<file path="config.mk">
export PLATFORM = sky130hd
export DESIGN_NAME = ds0_tx_conditioner
export DESIGN_NICKNAME = d
export VERILOG_FILES = /design/src/rtl/ds0_tx_conditioner.sv
export SDC_FILE = /design/constraint.sdc
export NUM_CORES = 1
export LEC_CHECK = 0
export ABC_AREA = 1
export CAP_MARGIN = 20
export CORE_MARGIN = 5
export CORE_UTILIZATION = 44
export CTS_CLUSTER_SIZE = 30
export DETAILED_ROUTE_END_ITERATION = 12
export PLACE_DENSITY = 0.79
export REMOVE_ABC_BUFFERS = 1
export SETUP_SLACK_MARGIN = 0.4
export SYNTH_ARGS = -nofsm -noshare
export SYNTH_HDL_FRONTEND = slang
export SYNTH_SLANG_ARGS = --single-unit
export TNS_END_PERCENT = 100
</file>
<file path="constraint.sdc">
create_clock -name clk -period 1.63 [get_ports clk]
set_input_delay 0.326 -clock clk [delete_from_list [all_inputs] [get_ports clk]]
set_output_delay 0.326 -clock clk [all_outputs]
set_load 0.01 [all_outputs]
</file>
<file path="src/rtl/ds0_tx_conditioner.sv">
module ds0_tx_conditioner #(
  parameter int FRAMES_PER_SF = 24,
  parameter int SIG_PERIOD    = 6,
  parameter int YEL_RUN       = 8,
  localparam int FRM_W        = $clog2(FRAMES_PER_SF),
  localparam int SIG_BITS     = FRAMES_PER_SF / SIG_PERIOD
) (
  input  logic                clk,
  input  logic                rst_n,
  input  logic                in_valid,
  input  logic [7:0]          ch_in,
  input  logic [FRM_W-1:0]    frame_num,
  input  logic [SIG_BITS-1:0] sig_abcd,
  input  logic                ctl_rbs_dis,
  input  logic                ctl_yellow,
  input  logic                ctl_transparent,
  input  logic                ctl_b8zs,
  input  logic                ctl_esf,
  input  logic                ctl_esf_yellow,
  input  logic                ctl_all_ones,
  input  logic                fdl_slot,
  input  logic                fdl_in,
  output logic                out_valid,
  output logic [7:0]          tx_byte,
  output logic                fdl_out,
  output logic                b8zs_en
);
  localparam int SIDX_W = (SIG_BITS > 1) ? $clog2(SIG_BITS) : 1;
  localparam int CNT_W  = $clog2(2 * YEL_RUN);

  logic [SIG_BITS-1:0] sig_rev;
  for (genvar i = 0; i < SIG_BITS; i++) begin : g_rev
    assign sig_rev[i] = sig_abcd[SIG_BITS-1-i];
  end

  logic [SIDX_W-1:0] sig_k;
  logic              sig_frame;
  logic [7:0]        rbs_b, yel_b, zcs_b, nxt_b;
  logic              zcs_on;

  assign sig_k     = SIDX_W'(frame_num / FRM_W'(SIG_PERIOD));
  assign sig_frame = (frame_num % FRM_W'(SIG_PERIOD)) == FRM_W'(SIG_PERIOD - 1);
  assign rbs_b     = (sig_frame && !ctl_rbs_dis) ? {ch_in[7:1], sig_rev[sig_k]} : ch_in;
  assign yel_b     = ctl_yellow ? (rbs_b & 8'hBF) : rbs_b;
  assign zcs_on    = !ctl_transparent && !ctl_b8zs;
  assign zcs_b     = (zcs_on && yel_b == 8'h00) ? 8'h02 : yel_b;
  assign nxt_b     = ctl_all_ones ? 8'hFF : zcs_b;
  assign b8zs_en   = ctl_b8zs && !ctl_transparent;

  logic             yel_act, yel_prev;
  logic [CNT_W-1:0] yel_cnt, yel_pos;

  assign yel_act = ctl_esf && ctl_esf_yellow;
  assign yel_pos = (yel_act && !yel_prev) ? '0 : yel_cnt;

  always_ff @(posedge clk or negedge rst_n) begin
    if (!rst_n) begin
      out_valid <= 1'b0;
      tx_byte   <= 8'hFF;
      fdl_out   <= 1'b1;
      yel_prev  <= 1'b0;
      yel_cnt   <= '0;
    end else begin
      out_valid <= in_valid;
      yel_prev  <= yel_act;
      if (in_valid) tx_byte <= nxt_b;
      if (fdl_slot) begin
        fdl_out <= ctl_all_ones ? 1'b1 :
                   yel_act      ? (yel_pos < CNT_W'(YEL_RUN)) : fdl_in;
        if (yel_act)
          yel_cnt <= (yel_pos == CNT_W'(2 * YEL_RUN - 1)) ? '0 : yel_pos + CNT_W'(1);
      end else if (yel_act && !yel_prev) begin
        yel_cnt <= '0;
      end
    end
  end
endmodule

</file>
==> flow_summary_export.csv <==
group,metric,value,unit
run_status,outcome,"finished with violations",
run_status,violations,"setup timing",
cells_and_area,mostFrequentLayoutCell,"buf_4",
cells_and_area,antenna_cells,0,
cells_and_area,drive_gt1_share,44.5,%
die,num_rows,18,
cells_and_area,num-fill-cells,173,
cells_and_area,area_growth,72.0,%
critical_path,end_kind,"flop",
route,antenna_left,0,
global_route,grt_max_degree,16,
route,post_drt_wl_per_cell,12.8,µm
die,boundaryPins,40,
critical_path,max_stage_delay,0.17,ns
placement,port_buffers,39,
critical_path,cp.arrival,2.09,ns
clock_network,clk_latency,0.29,ns
cells_and_area,final_cell_mix,"buf_4, inv_1, nand2_1",
synth,synth-edff-count,0,
cells_and_area,final_cell_area,1870,µm²
sta,hold_viol,0,
power_and_ir_drop,clkPwrFrac,18.5,%
critical_path,endpoint,"tx_byte[0]",
power_and_ir_drop,p_leak,0.000911,µW
synth,syn_area,1080,µm²
die,die_y,59.7,µm
cells_and_area,seq_area,387,µm²
worst_hold_path,hold_path.class,"in -> async",
sta,tns,-0.433,ns
power_and_ir_drop,peakVddDrop,0.624,mV
critical_path,crit_slowest_cell,"ha_4",
placement,finalWeightedCongestion,0.850,
power_and_ir_drop,switching_share,33.6,%
critical_path,cp_max_fo,4,
power_and_ir_drop,power_density,628,nW/µm²
critical_path,crit_required,1.87,ns
placement,post_dp_cell_area,1670,µm²
route,drt-pass1-iter-count,4,
sta,finalClockSkew,0.00152,ns
power_and_ir_drop,netSwitchingPower,394,µW
synth,synthDistinctLibCells,31,
clock_network,clock-root-buffer,"clkbuf_4",
route,drtIter0Drc,34,
critical_path,r2r_start,"yel_prev",
global_route,antenna_found_initial,0,
route,drc_errors,0,
global_route,grt_pass1_wl,4890,µm
critical_path,startpoint,"frame_num[4]",
sta,worst_pin_slew,0.279,ns
clock_network,cts.sinks,15,
sta,min_period,1.85,ns
clock_network,ctsHoldBuffers,0,
global_route,first_global_vias,1228,
sta,slew_headroom,81.3,%
power_and_ir_drop,p_comb_share,42.6,%
global_route,grt-ovfl-total,0,
sta,slew_violations,0,
route,finalWirelength,3200,µm
flow_run,maxCapViolCount,0,
synth,async_flop_share,100,%
power_and_ir_drop,seqPwrFrac,38.9,%
clock_network,cts_tree,"built",
critical_path,reg2reg_depth,5,
synth,syn_avg_cell_area,7.23,µm²
global_route,track_usage,18.1,%
sta,fmax,540,MHz
synth,synth_seq_cells,15,
cells_and_area,fin_nets,253,
critical_path,cp_cell_sequence,"buf_6 > buf_6 > nor2_4 > nand2_2 > ha_4 > nand2_4 > nand2_2 > nand2_2 > inv_2 > ha_4 > inv_4 > nand3_4 > nor2_4 > nand2_2 > nand2_1 > nand3_1 > nand2_1 > nand2_2 > nand3_2 > o21ai_2 > inv_1",
synth,ys_seq_area_share,35.6,%
sta,rsz0062_at_grt,"yes",
die,core-area,2410,µm²
clock_network,numCtsBuffers,3,
critical_path,cp_common_cell,"nand2_2",
clock_network,htreeDepth,1,
sta,setup_ws,-0.220,ns
route,vias,1235,
critical_path,start_kind,"input port",
sta,whs,0.353,ns
power_and_ir_drop,power.internal,777,µW
sta,finalSetupViolations,2,
synth,synth_warnings,0,
die,die_w,59.7,µm
sta,fin_crit_sh,114,%
route,viasPerCell,4.94,
cells_and_area,fin_util,77.4,%
critical_path,critical_path_class,"in -> reg",
die,start_util,45.0,%
die,die_area,3560,µm²
synth,synth-main-ff-cell,"dfstp_2",
critical_path,r2r-end,"yel_cnt[3]",
critical_path,r2r_slack,0.38,ns
cells_and_area,multi_input_area,694,µm²
power_and_ir_drop,p_total,1170,µW
placement,hpwl,2370,µm
synth,syn_inst,150,
clock_network,clockBufferDepth,2,
clock_network,clk_pin_slew,0.09,ns
==> Yosys cell counts (3+ instances only) <==
library cell | count | area share (%)
inv_1 | 25 | 8.7
inv_2 | 4 | 1.4
a21oi_1 | 8 | 3.7
o21ai_0 | 3 | 1.4
dfrtp_1 | 6 | 14
nand2_1 | 28 | 9.7
nand3_1 | 10 | 4.6
dfstp_2 | 9 | 22
nand2_2 | 6 | 3.5
o21ai_1 | 3 | 1.4
ha_1 | 3 | 3.5
nor2_1 | 21 | 7.3
==> worst max-delay path: cells and delay by family <==
kind	cells	cell delay, ns
AND/OR/NAND/NOR	13	1.02
buffers and inverters	5	0.35
adder cells (fa/ha/maj)	2	0.32
AO/OA/AOI/OAI	1	0.05
==> cells by family after synthesis <==
| logic type | count (synthesis) | share of synthesized area [%] |
|---|---|---|
| and+or+nand+nor | 78 | 36.8 |
| xor gates and xnor gates | 2 | 1.62 |
| buffers and inverters | 31 | 10.8 |
| DFF | 15 | 35.6 |
| adders and majority gates | 3 | 3.46 |
| AOI/OAI and AO/OA | 21 | 11.6 |
==> routing by layer <==
layer / share of wire [%] / global-route usage [%] / vias to the layer above
li1: - / - / 615
met1: 38 / 19.4 / 584
met2: 55 / 33.6 / 30
met3: 5.5 / 4.97 / 6
met4: 1.3 / 5.70 / 0
met5: 0 / 0 / -
==> per-stage QoR <==
| step | std cells | worst slack [ns] |
|---|---|---|
| finish | 250 | -0.220 |
| global route | 250 | -0.359 |
| CTS | 246 | -0.200 |
| detailed placement | 240 | -0.967 |
| global placement | 240 | -0.875 |
| floorplan | 149 | -0.397 |
==> power groups by stage <==
stage / registers (µW) / clock network [µW] / logic, µW
floorplan: 463 / 0 / 189
global placement: 454 / 0 / 402
detailed placement: 457 / 0 / 416
CTS: 455 / 222 / 441
global route: 461 / 239 / 540
finish: 456 / 217 / 499
==> registers in the layout, summed over array words and instances, names as in the netlist <==
signal	count
yel_prev	1
tx_byte	8
out_valid	1
fdl_out	1
yel_cnt	4
==> how the worst min path moves through the flow <==
stage               cells after the start  startpoint          to
floorplan                               0       rst_n   out_valid
global placement                        2  tx_byte[2]  tx_byte[2]
detailed placement                      2  tx_byte[2]  tx_byte[2]
CTS                                     2       rst_n   out_valid
global route                            2       rst_n  yel_cnt[3]
finish                                  2       rst_n  yel_cnt[3]
==> cell type report <==
cell class,count,share of cell area (%)
Multi-Input combinational cell,104,37.2
Timing Repair Buffer,67,32.4
Sequential cell,15,20.7
Inverter,30,6.17
Tap cell,30,2.01
Clock buffer,3,1.21
Clock inverter,1,0.268
==> timing repair <==
| item | 4_1_cts | 5_1_grt |
|---|---|---|
| setup buffers | 2 | 4 |
| hold endpoints to repair | 0 | 0 |
| endpoints found under the setup margin | 18 | 14 |
| pin swaps | 20 | 18 |
| gates resized for setup | 87 | 18 |
Note: power is estimated with default switching activity, not from simulation.
